<file path="src/rtl/sreg_prio_pkg.sv">
package sreg_prio_pkg;

  // Which control wins when reset is asserted with the enable off.
  typedef enum logic {
    PRIO_RST_FIRST = 1'b0,
    PRIO_EN_FIRST  = 1'b1
  } prio_e;

  // Controls after polarity normalisation (1 = active).
  typedef struct packed {
    logic rst;
    logic en;
  } ctl_s;

endpackage

</file>
<file path="src/rtl/sreg_prio_ctl.sv">
module sreg_prio_ctl
  import sreg_prio_pkg::*;
#(
  parameter bit RST_POL = 1'b1,
  parameter bit EN_POL  = 1'b1
) (
  input  logic srst_pin,
  input  logic en_pin,
  output ctl_s ctl
);

  logic rst_act;
  logic en_act;

  generate
    if (RST_POL) begin : g_rst_high
      assign rst_act = srst_pin;
    end else begin : g_rst_low
      assign rst_act = ~srst_pin;
    end

    if (EN_POL) begin : g_en_high
      assign en_act = en_pin;
    end else begin : g_en_low
      assign en_act = ~en_pin;
    end
  endgenerate

  assign ctl.rst = rst_act;
  assign ctl.en  = en_act;

endmodule

</file>
<file path="src/rtl/sreg_prio_next.sv">
module sreg_prio_next
  import sreg_prio_pkg::*;
#(
  parameter int                WIDTH     = 8,
  parameter logic [WIDTH-1:0]  RST_VALUE = '0,
  parameter prio_e             PRIO      = PRIO_RST_FIRST
) (
  input  logic [WIDTH-1:0] cur_q,
  input  logic [WIDTH-1:0] d,
  input  ctl_s             ctl,
  output logic [WIDTH-1:0] nxt_q
);

  generate
    if (PRIO == PRIO_RST_FIRST) begin : g_rst_first
      // Reset is checked before the enable.
      always_comb begin
        nxt_q = cur_q;
        if (ctl.rst) begin
          nxt_q = RST_VALUE;
        end else if (ctl.en) begin
          nxt_q = d;
        end
      end
    end else begin : g_en_first
      // Enable gates everything, reset included.
      always_comb begin
        nxt_q = cur_q;
        if (ctl.en) begin
          if (ctl.rst) begin
            nxt_q = RST_VALUE;
          end else begin
            nxt_q = d;
          end
        end
      end
    end
  endgenerate

endmodule

</file>
<file path="src/rtl/sreg_prio_store.sv">
module sreg_prio_store #(
  parameter int WIDTH   = 8,
  parameter bit CLK_POL = 1'b1
) (
  input  logic             clk,
  input  logic [WIDTH-1:0] nxt_q,
  output logic [WIDTH-1:0] q
);

  logic [WIDTH-1:0] q_r;

  generate
    if (CLK_POL) begin : g_rise
      always_ff @(posedge clk) begin
        q_r <= nxt_q;
      end
    end else begin : g_fall
      always_ff @(negedge clk) begin
        q_r <= nxt_q;
      end
    end
  endgenerate

  assign q = q_r;

endmodule

</file>
<file path="src/rtl/sreg_prio.sv">
module sreg_prio
  import sreg_prio_pkg::*;
#(
  parameter int               WIDTH     = 8,
  parameter logic [WIDTH-1:0] RST_VALUE = '0,
  parameter prio_e            PRIO      = PRIO_RST_FIRST,
  parameter bit               CLK_POL   = 1'b1,
  parameter bit               RST_POL   = 1'b1,
  parameter bit               EN_POL    = 1'b1
) (
  input  logic             clk,
  input  logic [WIDTH-1:0] d,
  input  logic             srst,
  input  logic             en,
  output logic [WIDTH-1:0] q
);

  ctl_s             ctl;
  logic [WIDTH-1:0] nxt_q;
  logic [WIDTH-1:0] q_int;

  sreg_prio_ctl #(
    .RST_POL (RST_POL),
    .EN_POL  (EN_POL)
  ) u_ctl (
    .srst_pin (srst),
    .en_pin   (en),
    .ctl      (ctl)
  );

  sreg_prio_next #(
    .WIDTH     (WIDTH),
    .RST_VALUE (RST_VALUE),
    .PRIO      (PRIO)
  ) u_next (
    .cur_q (q_int),
    .d     (d),
    .ctl   (ctl),
    .nxt_q (nxt_q)
  );

  sreg_prio_store #(
    .WIDTH   (WIDTH),
    .CLK_POL (CLK_POL)
  ) u_store (
    .clk   (clk),
    .nxt_q (nxt_q),
    .q     (q_int)
  );

  assign q = q_int;

endmodule

</file>
<file path="config.mk">
export PLATFORM = sky130hd
export DESIGN_NAME = sreg_prio
export DESIGN_NICKNAME = d
export VERILOG_FILES = /design/src/rtl/sreg_prio_pkg.sv /design/src/rtl/sreg_prio_ctl.sv /design/src/rtl/sreg_prio_next.sv /design/src/rtl/sreg_prio_store.sv /design/src/rtl/sreg_prio.sv
export SDC_FILE = /design/constraint.sdc
export NUM_CORES = 1
export LEC_CHECK = 0
export ABC_AREA = 0
export BUFFER_PORTS_ARGS = -buffer_cell sky130_fd_sc_hd__buf_2
export CAP_MARGIN = 10
export CORE_AREA = 2 2 39 41
export CTS_CLUSTER_DIAMETER = 100
export DETAILED_ROUTE_END_ITERATION = 10
export DIE_AREA = 0 0 41 43
export GPL_TIMING_DRIVEN = 0
export PLACE_DENSITY_LB_ADDON = 0.12
export SYNTH_ARGS = -nofsm -noshare
export SYNTH_HDL_FRONTEND = slang
export SYNTH_SLANG_ARGS = --single-unit
</file>
<file path="constraint.sdc">
create_clock -name clk -period 1.7 [get_ports clk]
set_input_delay 0.34 -clock clk [delete_from_list [all_inputs] [get_ports clk]]
set_output_delay 0.34 -clock clk [all_outputs]
set_load 0.005 [all_outputs]
</file>
# Word-level counts from Yosys, hierarchy flattened
# Cells that the tools add are included.
# Widths: inputs -> output; s select.
# totals
out_inout_bits	8
mem_bits_ro	0
memories	0
ramBits	0
wordCells	1
inputBits	11
latch_bits	0
register_bits	8
# op_classes
div_mod_pow	0
reduce_logical	0
n_bitwise	0
eq_ne	0
order_cmp	0
addsub	0
shifts	0
n_mul	0
mux	0

# Depth between registers and ports, before layout
# depth
word_depth	0
ltp_mapped	3
ltp_nobuf	2

# By module
# Synthesis repeated with hierarchy kept, for this count alone.
# unflattened
cells_unflattened	28
hier_area_um2	300.3
# by_module_without_submodules
mod	area_per_inst_um2	cells_per_inst	instances	seq_area_each_um2
sreg_prio_store	160.2	8	1	160.2
sreg_prio_next	125.1	18	1	0.0
sreg_prio_ctl	15.0	2	1	0.0

# Worst setup path before layout
# Ideal clock, no wire load.
# synth_timing
path_type	input to register
start	input en
end	register u_store.q_r[0], in the netlist u_store.q[0]
t_arrival_ns	0.674
path_stages	3
setup_time_ns	0.124
setup_slack_ns	0.902
cell_sequence	buf_6 > mux2i_1 > nor2_1
# synth_rtl
item	line	source
start, declared	sreg_prio.sv:14	input logic en,
end signal, assigned	sreg_prio_store.sv:15	q_r <= nxt_q;
end, declared	sreg_prio_store.sv:10	logic [WIDTH-1:0] q_r;

# Worst setup path in the final report
# layout_timing
start	register u_store.q_r[7], in the netlist u_store.q[7]
end	output q[7]
# layout_rtl
item	line	source
end, declared	sreg_prio.sv:15	output logic [WIDTH-1:0] q
# No word-level cell between the ends.

==> results summary <==
For the final routed database, the setup TNS stands at 0 ns. The average via count per standard cell is 4.05. The final weighted congestion in routability-driven placement is roughly 0.53. The worst slew slack as a fraction of its limit came out at about 76%. The number of buffers between clock root and the deepest sink came out at 2.

The instance count of the mapped netlist came out at 26. After the first detailed-routing iteration, the DRC count stood at 4. Among all stages on the critical path, the largest delay is contributed by sky130_fd_sc_hd__dfxtp_1. STA classifies the critical path endpoint as an output port.

The slew at the pin closest to its max-slew limit is 0.353 ns. The number of core rows is 14. The post-cts sizing count is 0. The cts-stage hold buffer count is 0. The growth of design area from synthesis to finish came out at 43.0%.

The number of setup violations in the final report is 0. The min-delay analysis places its worst path in the category input port to register. The clock net in this run drives a total of 8 sinks. The root buffer cell is sky130_fd_sc_hd__clkbuf_4.

The via count of the first global-routing pass is 240. The dominant delay contributor by cell family on the critical path is flip-flops. The post-route antenna net violation count is 0. The worst reg-to-reg path cell count came out at 2. The post-layout utilization of the core came out at 29.5%. The number of post-CTS setup repair buffers came out at 0. Timing would allow up to roughly 0.97 GHz. The global-route wire length before repair is 1.05 mm. The flow ran to the end, and the final reports show no timing, DRC or antenna violations. The final hold violation count came out at 0.

The floorplan step set the die height to 43 um. The insertion delay to the later sink of the worst-skew pair is 0.25 ns. The total vias in the final route came out at 247. After global routing the overflow that remains totals 0. Setup repair after global routing left no endpoint under its margin. The half-perimeter wire length after detailed placement is 500 um. Yosys printed 0 warnings. After synthesis, the cell types taking the most area are sky130_fd_sc_hd__dfxtp_1 56%, sky130_fd_sc_hd__mux2i_1 28%, sky130_fd_sc_hd__nor2_1 11%. For flop-to-flop paths, the worst setup slack is 1.08 ns. The summed instance area of the synthesized netlist is about 290 um2. The commonest cells after synthesis are 8 x sky130_fd_sc_hd__dfxtp_1, 8 x sky130_fd_sc_hd__mux2i_1, 8 x sky130_fd_sc_hd__nor2_1.

For this block, the routed nets add up to approximately 670 um of wire. The initial cell density of the core is 20.6%. Synthesis inferred 8 register bits. On the final layout, the worst clock skew is 0 ns.

The required arrival time at the worst endpoint is 1.36 ns. Entering global routing, the biggest net connects 9 pins. The path with the worst hold slack has its endpoint at u_store.q[2]$_SDFFE_PP0P_.

TritonCTS built the clock tree. The die width is around 40 um. Fill cells in the final layout number 158.

After clock tree synthesis, the clock-pin slew on the worst setup and hold paths is about 0.050 ns. The number of antenna violations at the first check in global routing came to 0. The fraction of synthesis flops using an asynchronous set or reset pin is 0%. The proportion of layout cells with a drive suffix above 1 came out at 44.4%. Along the worst path, the maximum fanout reaches 2. The start point of the worst min-delay path is d[2]. Traced cell by cell, the critical path runs through buf_2.

The biggest area contributor in the post-synthesis netlist is sky130_fd_sc_hd__dfxtp_1. The final critical path takes up about 61% of the cycle. The areal power density over the cells is 970 nW/um2. The max-cap check violation count is 0. The floorplan step defined a die boundary enclosing 1760 um2.

The top cell type's share of synthesized area came out at 56.1%. A synthesized cell averages 11.0 um2. The count of pins over their slew limit is 0. The flip-flop count of the largest register after layout came out at 8.

VDD sags by at most 0.327 mV. The count of cell types in the netlist came out at 5. The worst register-to-register path begins at u_store.q[6]$_SDFFE_PP0P_.

The pre-antenna-repair detailed-routing pass consisted of 3 iterations. The placeable core region came out at 1380 um2. The routed length per instance is 10.9 um. The CTS buffer count is 3. The buffer and inverter count on the worst path came out at 1. The overall global routing resource usage is 9.96%. The number of flops mapped to enable cells by yosys came out at 0. The arrival time of data at the critical path endpoint is 0.69 ns. The antenna diode instance count came out at 0.

The stage delay of the slowest cell on the critical path came out at 0.33 ns. For this design the static power due to leakage is 0.221 nW. The total number of nets in the final design is 58. When the netlist entered floorplanning its net count stood at 37.

The DRC violations left is 0. The shortest period the worst path allows is 1.03 ns. The terminus of the critical flop-to-flop path is u_store.q[6]$_SDFFE_PP0P_. The proportion of synthesized chip area in sequential cells is 56.1%. The H-tree depth reported by CTS came out at 1. The kind of critical path is register to output port. STA classifies the critical path startpoint as a register. The number of port buffers came out at 16. The worst hold path stage count came out at 3. The top-level port count is 19.

For this run, the leading register cell type out of synthesis is sky130_fd_sc_hd__dfxtp_1.
cell families (layout without fill, tap and decap cells):
| kind of cell | after synthesis | after routing | share of synthesized area (%) |
|---|---|---|---|
| buf+inv | 2 | 21 | 5.26 |
| mux | 8 | 8 | 28.1 |
| flops | 8 | 8 | 56.1 |
| simple gates | 8 | 8 | 10.5 |
worst max path at each step:
stage,startpoint,cells past startpoint,end
after floorplan,en,3,u_store.q[0]$_SDFFE_PP0P_
after global placement,srst,2,u_store.q[7]$_SDFFE_PP0P_
after detailed placement,srst,2,u_store.q[6]$_SDFFE_PP0P_
after CTS,u_store.q[2]$_SDFFE_PP0P_,1,q[2]
after global routing,u_store.q[6]$_SDFFE_PP0P_,1,q[6]
final,u_store.q[7]$_SDFFE_PP0P_,1,q[7]
through the flow:
step / cells / power (mW) / setup WS (ns) / hold WS (ns) / cell area [um2]
after CTS: 61 / 0.410 / 0.651 / 0.319 / 408
after floorplan: 26 / 0.233 / 0.902 / 0.485 / 285
after global routing: 61 / 0.423 / 0.621 / 0.338 / 408
final: 61 / 0.396 / 0.667 / 0.327 / 408
after detailed placement: 58 / 0.257 / 0.825 / 0.484 / 385
after global placement: 58 / 0.254 / 0.855 / 0.467 / 385
placed cells by master (no fill, tap or decap):
cell and instances:
sky130_fd_sc_hd__buf_1 1, sky130_fd_sc_hd__buf_2 16, sky130_fd_sc_hd__buf_6 1, sky130_fd_sc_hd__clkbuf_4 3, sky130_fd_sc_hd__dfxtp_1 8, sky130_fd_sc_hd__mux2i_1 8, sky130_fd_sc_hd__nor2_1 8
area by class of cell:
cell class / count / area, um2 / share of cell area [%]
clock buffers: 3 / 22.5 / 5.52
plain buffers: 2 / 15.0 / 3.68
flip-flops and latches: 8 / 160 / 39.3
well taps: 16 / 20.0 / 4.91
multi-input cells: 16 / 110 / 27.0
repair buffers: 16 / 80.1 / 19.6
power by group:
part | total, mW | internal, mW | switching (mW)
sequential | 0.204 | 0.199 | 0.00479
combinational | 0.0484 | 0.0271 | 0.0213
clock | 0.143 | 0.0807 | 0.0628
per-layer routing:
metal / up-vias / share of wire, % / GRT usage, %
met5: - / 0 / 0
met4: 0 / 1.5 / 12.0
met3: 2 / 9.1 / 3.66
met2: 12 / 50 / 13.4
met1: 111 / 39 / 10.0
li1: 122 / - / -
(Power assumes the default switching activity.)
